## src/rtl/lp_arb_pkg.sv

```systemverilog
package lp_arb_pkg;

    typedef enum logic [1:0] {
        ST_IDLE = 2'd0,
        ST_PRIO = 2'd1,
        ST_TIE  = 2'd2,
        ST_DONE = 2'd3
    } arb_state_e;

endpackage

```

## src/rtl/lp_arb_bitsel.sv

```systemverilog
module lp_arb_bitsel
    import lp_arb_pkg::*;
#(
    parameter int PRIO_W = 8,
    parameter int ID_W   = 4,
    parameter int CNT_W  = 4
) (
    input  arb_state_e        state_i,
    input  logic [CNT_W-1:0]  slot_i,
    input  logic [PRIO_W-1:0] prio_i,
    input  logic [ID_W-1:0]   id_i,
    output logic              bit_level_o
);

    // Wire level that the current slot asks for; gating by loss is done above.
    always_comb begin
        bit_level_o = 1'b1;
        unique case (state_i)
            ST_PRIO: begin
                for (int i = 0; i < PRIO_W; i++) begin
                    if (slot_i == CNT_W'(i)) bit_level_o = prio_i[PRIO_W-1-i];
                end
            end
            ST_TIE: begin
                for (int j = 0; j < ID_W; j++) begin
                    if (slot_i == CNT_W'(PRIO_W + j)) bit_level_o = ~id_i[ID_W-1-j];
                end
            end
            ST_IDLE, ST_DONE: bit_level_o = 1'b1;
        endcase
    end

endmodule

```

## src/rtl/lp_arb_seq.sv

```systemverilog
module lp_arb_seq
    import lp_arb_pkg::*;
#(
    parameter int PRIO_W = 8,
    parameter int ID_W   = 4,
    parameter int CNT_W  = 4
) (
    input  logic             clk,
    input  logic             rst_n,
    input  logic             phase_start,
    input  logic             part_i,
    input  logic             level_i,
    input  logic             sense_i,
    output arb_state_e       state_o,
    output logic [CNT_W-1:0] slot_o,
    output logic             lost_o,
    output logic             won_o
);

    localparam int NSLOT = PRIO_W + ID_W;

    arb_state_e       state_q, state_d;
    logic [CNT_W-1:0] slot_q, slot_d;
    logic             lost_q, lost_d;
    logic             won_q, won_d;
    logic             in_arb;
    logic             lose_now;

    assign in_arb   = (state_q == ST_PRIO) || (state_q == ST_TIE);
    assign lose_now = in_arb && level_i && !sense_i;

    // Next-state and output decisions
    always_comb begin
        state_d = state_q;
        slot_d  = slot_q;
        lost_d  = lost_q | lose_now;
        won_d   = won_q;
        if (phase_start) begin
            state_d = ST_PRIO;
            slot_d  = '0;
            lost_d  = 1'b0;
            won_d   = 1'b0;
        end else begin
            unique case (state_q)
                ST_IDLE: ;
                ST_PRIO: begin
                    slot_d = slot_q + 1'b1;
                    if (slot_q == CNT_W'(PRIO_W - 1)) state_d = ST_TIE;
                end
                ST_TIE: begin
                    slot_d = slot_q + 1'b1;
                    if (slot_q == CNT_W'(NSLOT - 1)) begin
                        state_d = ST_DONE;
                        won_d   = part_i && !(lost_q || lose_now);
                    end
                end
                ST_DONE: ;
            endcase
        end
    end

    // State register
    always_ff @(posedge clk or negedge rst_n) begin
        if (!rst_n) begin
            state_q <= ST_IDLE;
            slot_q  <= '0;
            lost_q  <= 1'b0;
            won_q   <= 1'b0;
        end else begin
            state_q <= state_d;
            slot_q  <= slot_d;
            lost_q  <= lost_d;
            won_q   <= won_d;
        end
    end

    assign state_o = state_q;
    assign slot_o  = slot_q;
    assign lost_o  = lost_q;
    assign won_o   = won_q;


    restart_chk: assert property (@(posedge clk) disable iff (!rst_n)
        phase_start |=> (state_q == ST_PRIO && slot_q == '0 && !lost_q && !won_q));


    loss_latch_chk: assert property (@(posedge clk) disable iff (!rst_n)
        (in_arb && level_i && !sense_i && !phase_start) |=> lost_q);


    won_timing_chk: assert property (@(posedge clk) disable iff (!rst_n)
        $rose(won_q) |-> ($past(state_q) == ST_TIE && state_q == ST_DONE));

endmodule

```

## src/rtl/lp_arb_node.sv

```systemverilog
module lp_arb_node
    import lp_arb_pkg::*;
#(
    parameter int PRIO_W = 8,
    parameter int ID_W   = 4
) (
    input  logic              clk,
    input  logic              rst_n,
    input  logic              phase_start,
    input  logic [PRIO_W-1:0] prio_in,
    input  logic [ID_W-1:0]   arb_id_in,
    input  logic              slot_free,
    input  logic              line1_sense,
    output logic              line1_level,
    output logic              won
);

    localparam int NSLOT = PRIO_W + ID_W;
    localparam int CNT_W = $clog2(NSLOT + 1);

    logic [PRIO_W-1:0] prio_q;
    logic [ID_W-1:0]   id_q;
    logic              part_q;
    arb_state_e        state;
    logic [CNT_W-1:0]  slot;
    logic              lost;
    logic              bit_level;
    logic              active;

    // Latch contender inputs at phase start
    always_ff @(posedge clk or negedge rst_n) begin
        if (!rst_n) begin
            prio_q <= '0;
            id_q   <= '0;
            part_q <= 1'b0;
        end else if (phase_start) begin
            prio_q <= prio_in;
            id_q   <= arb_id_in;
            part_q <= slot_free;
        end
    end

    lp_arb_seq #(.PRIO_W(PRIO_W), .ID_W(ID_W), .CNT_W(CNT_W)) u_seq (
        .clk        (clk),
        .rst_n      (rst_n),
        .phase_start(phase_start),
        .part_i     (part_q),
        .level_i    (line1_level),
        .sense_i    (line1_sense),
        .state_o    (state),
        .slot_o     (slot),
        .lost_o     (lost),
        .won_o      (won)
    );

    lp_arb_bitsel #(.PRIO_W(PRIO_W), .ID_W(ID_W), .CNT_W(CNT_W)) u_bitsel (
        .state_i    (state),
        .slot_i     (slot),
        .prio_i     (prio_q),
        .id_i       (id_q),
        .bit_level_o(bit_level)
    );

    assign active      = part_q && !lost && (state == ST_PRIO || state == ST_TIE);
    assign line1_level = active ? bit_level : 1'b1;


    lost_release_chk: assert property (@(posedge clk) disable iff (!rst_n)
        lost |-> line1_level);


    no_slot_release_chk: assert property (@(posedge clk) disable iff (!rst_n)
        !part_q |-> (line1_level && !won));


    idle_release_chk: assert property (@(posedge clk) disable iff (!rst_n)
        (state == ST_IDLE) |-> (line1_level && !won));


    won_clean_chk: assert property (@(posedge clk) disable iff (!rst_n)
        won |-> (!lost && part_q && state == ST_DONE));

endmodule

```

## config.mk

```make
export PLATFORM = sky130hd
export DESIGN_NAME = lp_arb_node
export DESIGN_NICKNAME = d
export VERILOG_FILES = /design/src/rtl/lp_arb_pkg.sv /design/src/rtl/lp_arb_bitsel.sv /design/src/rtl/lp_arb_seq.sv /design/src/rtl/lp_arb_node.sv
export SDC_FILE = /design/constraint.sdc
export NUM_CORES = 1
export LEC_CHECK = 0
export CAP_MARGIN = 25
export CELL_PAD_IN_SITES_DETAIL_PLACEMENT = 0
export CELL_PAD_IN_SITES_GLOBAL_PLACEMENT = 1
export CORE_MARGIN = 10
export CORE_UTILIZATION = 37
export DETAILED_ROUTE_END_ITERATION = 12
export GPL_TIMING_DRIVEN = 1
export PLACE_DENSITY_LB_ADDON = 0.1
export SLEW_MARGIN = 20
export SYNTH_ARGS = -nofsm -noshare
export SYNTH_HDL_FRONTEND = slang
export SYNTH_HIERARCHICAL = 1
export SYNTH_SLANG_ARGS = --single-unit
```

## constraint.sdc

```tcl
create_clock -name clk -period 2.5 [get_ports clk]
set_clock_uncertainty 0.1 [all_clocks]
set_input_delay 0.5 -clock clk [delete_from_list [all_inputs] [get_ports clk]]
set_output_delay 0.5 -clock clk [all_outputs]
set_load 0.05 [all_outputs]
```

# Word level (Yosys, flattened, before mapping)
# Index checks and enable logic that the tools add are counted.
[totals]
regBits = 21
in_bits = 17
word_cells = 73
output_inout_bits = 2
[classes]
mux = 24
reduce_logical = 20
eq_ne = 16
n_bitwise = 5
add_sub_neg = 1
[op_table]
columns = ["operator", "count"]
rows = [
  ["1-bit two-way mux", 17],
  ["4-bit by 3-bit equality test with 1-bit output (second input constant)", 4],
  ["4-bit equality test (second input constant)", 4],
  ["4-bit by 2-bit equality test with 1-bit output (second input constant)", 2],
  ["4-bit two-way mux", 2],
  ["2-bit two-way mux", 3],
  ["3-bit by 2-bit != test with 1-bit output (second input constant)", 2],
  ["2-bit nonzero test", 3],
  ["1-bit logical AND", 5],
  ["4-bit by 1-bit adder with 4-bit output (second input constant)", 1],
  ["2-bit equality test (second input constant)", 2],
  ["4-bit by 1-bit equality test with 1-bit output (second input constant)", 1],
  ["4-bit zero test", 1],
  ["1-bit inverter", 4],
  ["2-bit case mux with 2 select lines", 1],
  ["2-bit OR reduction", 2],
  ["1-bit zero test", 3],
  ["1-bit case mux with 3 select lines", 1],
  ["3-bit AND reduction", 1],
  ["3-bit nonzero test", 1],
  ["2-bit by 1-bit equality test with 1-bit output (second input constant)", 1],
  ["2-bit zero test", 1],
  ["1-bit logical OR", 2],
  ["2-bit AND reduction", 1],
  ["1-bit OR", 1],
]

# Longest topological paths before layout
[logic_depth]
word_depth = 19
mapped_depth = 9

# Hierarchy
# Netlist, hierarchy kept.
[by_module_without_submodules]
columns = ["module", "area_each_um2", "instances", "cells_per_inst"]
rows = [
  ["lp_arb_node", 538.0, 1, 30],
  ["lp_arb_seq", 426.7, 1, 41],
  ["lp_arb_bitsel", 156.4, 1, 15],
]

# Worst setup path after synthesis
# Ideal clock, no wire load.
[synth_path]
kind = "register to register"
startpoint = "register u_seq.slot_q[0] (netlist: u_seq/slot_o[0])"
endpoint = "register u_seq.won_q (netlist: u_seq/won_o)"
setup_time_ns = 0.078
arrival_ns = 2.686
path_slack_ns = -0.363
path_buffers = 0
required_ns = 2.322
stages_incl_launch_ff = 9
cell_sequence = "dfrtp_1 -> mux4_1 -> mux2i_1 -> a32oi_1 -> nor2_1 -> nand3_1 -> nor3b_1 -> or4b_1 -> a21oi_1"
[synth_between]
elab_chain_len = 19
elab_cells_between_ends = 36
classes_between = "eq/ne: 11; mux: 17; reduce/logical: 8"
[synth_lines]
columns = ["item", "line_no", "source"]
rows = [
  ["start: declaration", "lp_arb_seq.sv:23", "logic [CNT_W-1:0] slot_q, slot_d;"],
  ["start signal: assignment", "lp_arb_seq.sv:71", "slot_q <= slot_d;"],
  ["4-bit zero test", "lp_arb_bitsel.sv:21", "if (slot_i == CNT_W'(i)) bit_level_o = prio_i[PRIO_W-1-i];"],
  ["1-bit two-way mux (8 in series)", "lp_arb_bitsel.sv:21", ""],
  ["1-bit case mux with 3 select lines *", "lp_arb_bitsel.sv:18", "unique case (state_i)"],
  ["named net bit_level", "lp_arb_node.sv:27", "logic bit_level;"],
  ["1-bit two-way mux *", "lp_arb_node.sv:65", "assign line1_level = active ? bit_level : 1'b1;"],
  ["named net line1_level", "lp_arb_node.sv:14", "output logic line1_level,"],
  ["1-bit logical AND * (2 in series)", "lp_arb_seq.sv:30", "assign lose_now = in_arb && level_i && !sense_i;"],
  ["1-bit logical OR *", "lp_arb_seq.sv:54", "won_d = part_i && !(lost_q || lose_now);"],
  ["1-bit zero test *", "lp_arb_seq.sv:54", ""],
  ["1-bit logical AND *", "lp_arb_seq.sv:54", ""],
  ["1-bit two-way mux *", "lp_arb_seq.sv:52", "if (slot_q == CNT_W'(NSLOT - 1)) begin"],
  ["1-bit two-way mux *", "lp_arb_seq.sv:44", "unique case (state_q)"],
  ["1-bit two-way mux *", "lp_arb_seq.sv:38", "if (phase_start) begin"],
  ["end signal: assignment", "lp_arb_seq.sv:73", "won_q <= won_d;"],
  ["end: declaration", "lp_arb_seq.sv:25", "logic won_q, won_d;"],
]
# Mark *: on every way through the listed nets, which the timed path passes. The rest lies on a longest branch. The select of a mux whose other input is x is not followed.
# A chain may end at the register's enable or synchronous reset.

# Worst setup path after layout
[layout_path]
startpoint = "register u_seq.slot_q[0] (netlist: u_seq/slot_o[0])"
endpoint = "output line1_level"
[layout_between]
elab_chain_len = 11
elab_cells_between_ends = 26
classes_between = "eq/ne: 11; mux: 14; reduce/logical: 1"
[layout_lines]
columns = ["item", "line_no"]
rows = [
  ["4-bit zero test", "lp_arb_bitsel.sv:21"],
  ["1-bit two-way mux (8 in series)", "lp_arb_bitsel.sv:21"],
  ["1-bit case mux with 3 select lines *", "lp_arb_bitsel.sv:18"],
  ["named net bit_level", "lp_arb_node.sv:27"],
  ["1-bit two-way mux *", "lp_arb_node.sv:65"],
  ["end: declaration", "lp_arb_node.sv:14"],
]
# Mark *: on every way through the listed nets, which the timed path passes. The rest lies on a longest branch.

==> metrics <==
max-cap violations=0; failing checks=negative setup slack; FF+latch count, synth=21; RSZ-0062 raised after global routing=true; worst slew pin tran=498 ps; Synth area leader=dfrtp_1; status=finished with violations; setup TNS=-52.1 ps; fin crit period=2550 ps; Synth Net Count=around 110; Reg2Reg Depth=8; # IOs=19; EDFF count, synth=0; CTS HTree Levels=1; nets=137; Die Ht=75.0 um; final wirelength=2.17 mm; fmax=slightly below 0.4 GHz; vias in the first global route=835; drt pass-1 iters=4; CP arrival=1950 ps; ys flop type=dfrtp_1; Clock power frac=between 20 and 25%; Final WS setup=-52.1 ps; Ant. Diodes=0; Syn Inst Count=86; Reg power frac=54.4%; post-synthesis sequential area ratio=approximately 47%; Hold Buf Count CTS=0; drt via density=approximately 5.0; Pleak=0.635 nW; Max VDD drop=between 0.0003 and 0.0004 V; Initial DRC Count=23; Clock Sinks=21; Finish-stage setup viols=1; Port Buffers=18; Yosys warning count=6; Layout Cells excl Fill=145; CTS max path bufs=2; final worst-path cycle share=102%; NetSw=around 0.18 mW; CP Max Fanout=4; Die X=75.0 um; Clock Latency Late Sink=300 ps; Final HPWL DP=~1.6 mm; post-synth cell types=28; WP data required=about 1900 ps; fin. max-slew vios=0; most frequent cell after synthesis=dfrtp_1; clk root buf=clkbuf_4; All-Layer GR Usage=9.02%; worst r2r src=u_seq/slot_o[0]$_DFFE_PN0P_; antenna violations before repair=0; CTS clk-pin slew, worst paths=approximately 120 ps; Worst Setup End Kind=output pin; synthesized cell area=1120 sq um; Pwr Total=0.711 mW; DRC=0; share of post-route cells with drive strength above 1=31.6%; internal power=roughly 0.53 mW; Gate power share=around 23%; pin count of the biggest net entering global routing=22; worst reg2reg endpoint=u_seq/won_o$_DFFE_PN0P_; asr flop ratio synth=100%; first-pass GRT wire length=around 3.9 mm; worst reg2reg setup slack=roughly 30 ps; GRT Residual Overflow=0; syn_area_per_cell=13.0 sq um; Pwr Density=496 nW/um^2; Area Growth Syn to Fin=27.8%; wire per inst=15.0 um; top-area cell type share of the netlist area=46.9%; initial core utilization=39.6%; switch share=approximately a quarter; dpl cells=140; GP Congestion=roughly 0.8; Core ar.=2830 sq um; row cnt=19; die area=5630 sq um; WHS=419 ps; total CTS buffers=3; startpoint types=flop; Hold Path Class=primary input to async pin; largest cells by area after synthesis=dfrtp_1, mux2_4, ha_1; Synth top cells by count=dfrtp_1, mux2_4, nor2_1; endpoints failing hold=0; TritonCTS clock tree=built; Max transition margin=66.7%; post-route ant nets=0; routed via count=730; critical path type=flop to output pin
## cell type report
type                    count  area (sq um)
fillers                   249          1400
flip-flops and latches     21           527
repair buffers             26           241
well taps                  31          38.8
clock inverters             1          5.00
clock buffers               3          22.5
multi-input cells          58           579
inverters                   5          18.8
## metal layers
layer	up-vias	track usage, %	part of all wire [%]
li1	365	-	-
met1	347	10.9	49
met2	16	13.8	44
met3	2	4.20	5.8
met4	0	3.15	0.74
met5	-	0	0
## cell families after synthesis
group,Yosys count,synth area share (%)
flip-flops,21,46.9
adder cells (fa/ha/maj),5,5.58
buffers and inverters,7,3.01
AND/OR/NAND/NOR,23,12.4
AO/OA/AOI/OAI,7,4.35
XOR/XNOR,4,3.13
multiplexers,19,24.7
## worst max-delay path, stage by stage, from the launching register on
cell and delay (ps):
dfrtp_2 430, mux4_2 520, mux2i_1 160, a32oi_1 120, nor2_1 190, nand3_4 80, buf_6 160
## sequential cells by signal, summed over array words and instances (netlist names)
name / count
u_seq/lost_o: 1
u_seq/slot_o: 4
part_q: 1
prio_q: 8
u_seq/won_o: 1
id_q: 4
u_seq/state_o: 2
## worst max-delay path by stage
| stage | to | start | depth (start not counted) |
|---|---|---|---|
| 4_1_cts | line1_level | u_seq/slot_o[0]$_DFFE_PN0P_ | 6 |
| 5_1_grt | line1_level | u_seq/slot_o[0]$_DFFE_PN0P_ | 6 |
| 6_report | line1_level | u_seq/slot_o[0]$_DFFE_PN0P_ | 6 |
| 3_3_place_gp | u_seq/won_o$_DFFE_PN0P_ | u_seq/slot_o[0]$_DFFE_PN0P_ | 8 |
| 2_1_floorplan | u_seq/won_o$_DFFE_PN0P_ | u_seq/slot_o[0]$_DFFE_PN0P_ | 8 |
| 3_5_place_dp | u_seq/won_o$_DFFE_PN0P_ | u_seq/slot_o[0]$_DFFE_PN0P_ | 8 |
## per-stage QoR
stage               utilization (%)  worst slack, ps  cell area (sq um)
global placement               49.0              107               1390
finish                         50.6            -52.1               1430
CTS                            50.1            -90.5               1420
detailed placement             49.0             32.6               1390
floorplan                         -            -35.5               1130
global route                   50.6             -233               1430
## layout by cell type, fill, tap and decap left out, types with 4 or more instances in the layout
cell	Yosys	routed
dfrtp_1	21	20
clkdlybuf4s50_1	0	17
nor2_1	10	10
mux2_4	10	10
buf_4	0	8
inv_1	5	5
ha_1	5	5
mux2i_1	4	4
## power groups by stage
stage | Clock, mW | Combinational [mW] | Sequential (mW)
floorplan | 0 | 0.0951 | 0.393
global placement | 0 | 0.158 | 0.395
detailed placement | 0 | 0.160 | 0.394
CTS | 0.177 | 0.162 | 0.388
global route | 0.192 | 0.179 | 0.391
finish | 0.161 | 0.163 | 0.387
## repair_timing
action	in CTS	in global routing
gates resized for setup	1	2
buffers inserted	0	1
setup endpoints to repair	1	2
gates cloned	0	0
pin swaps	1	1
Note: power is estimated with default switching activity, not from simulation.
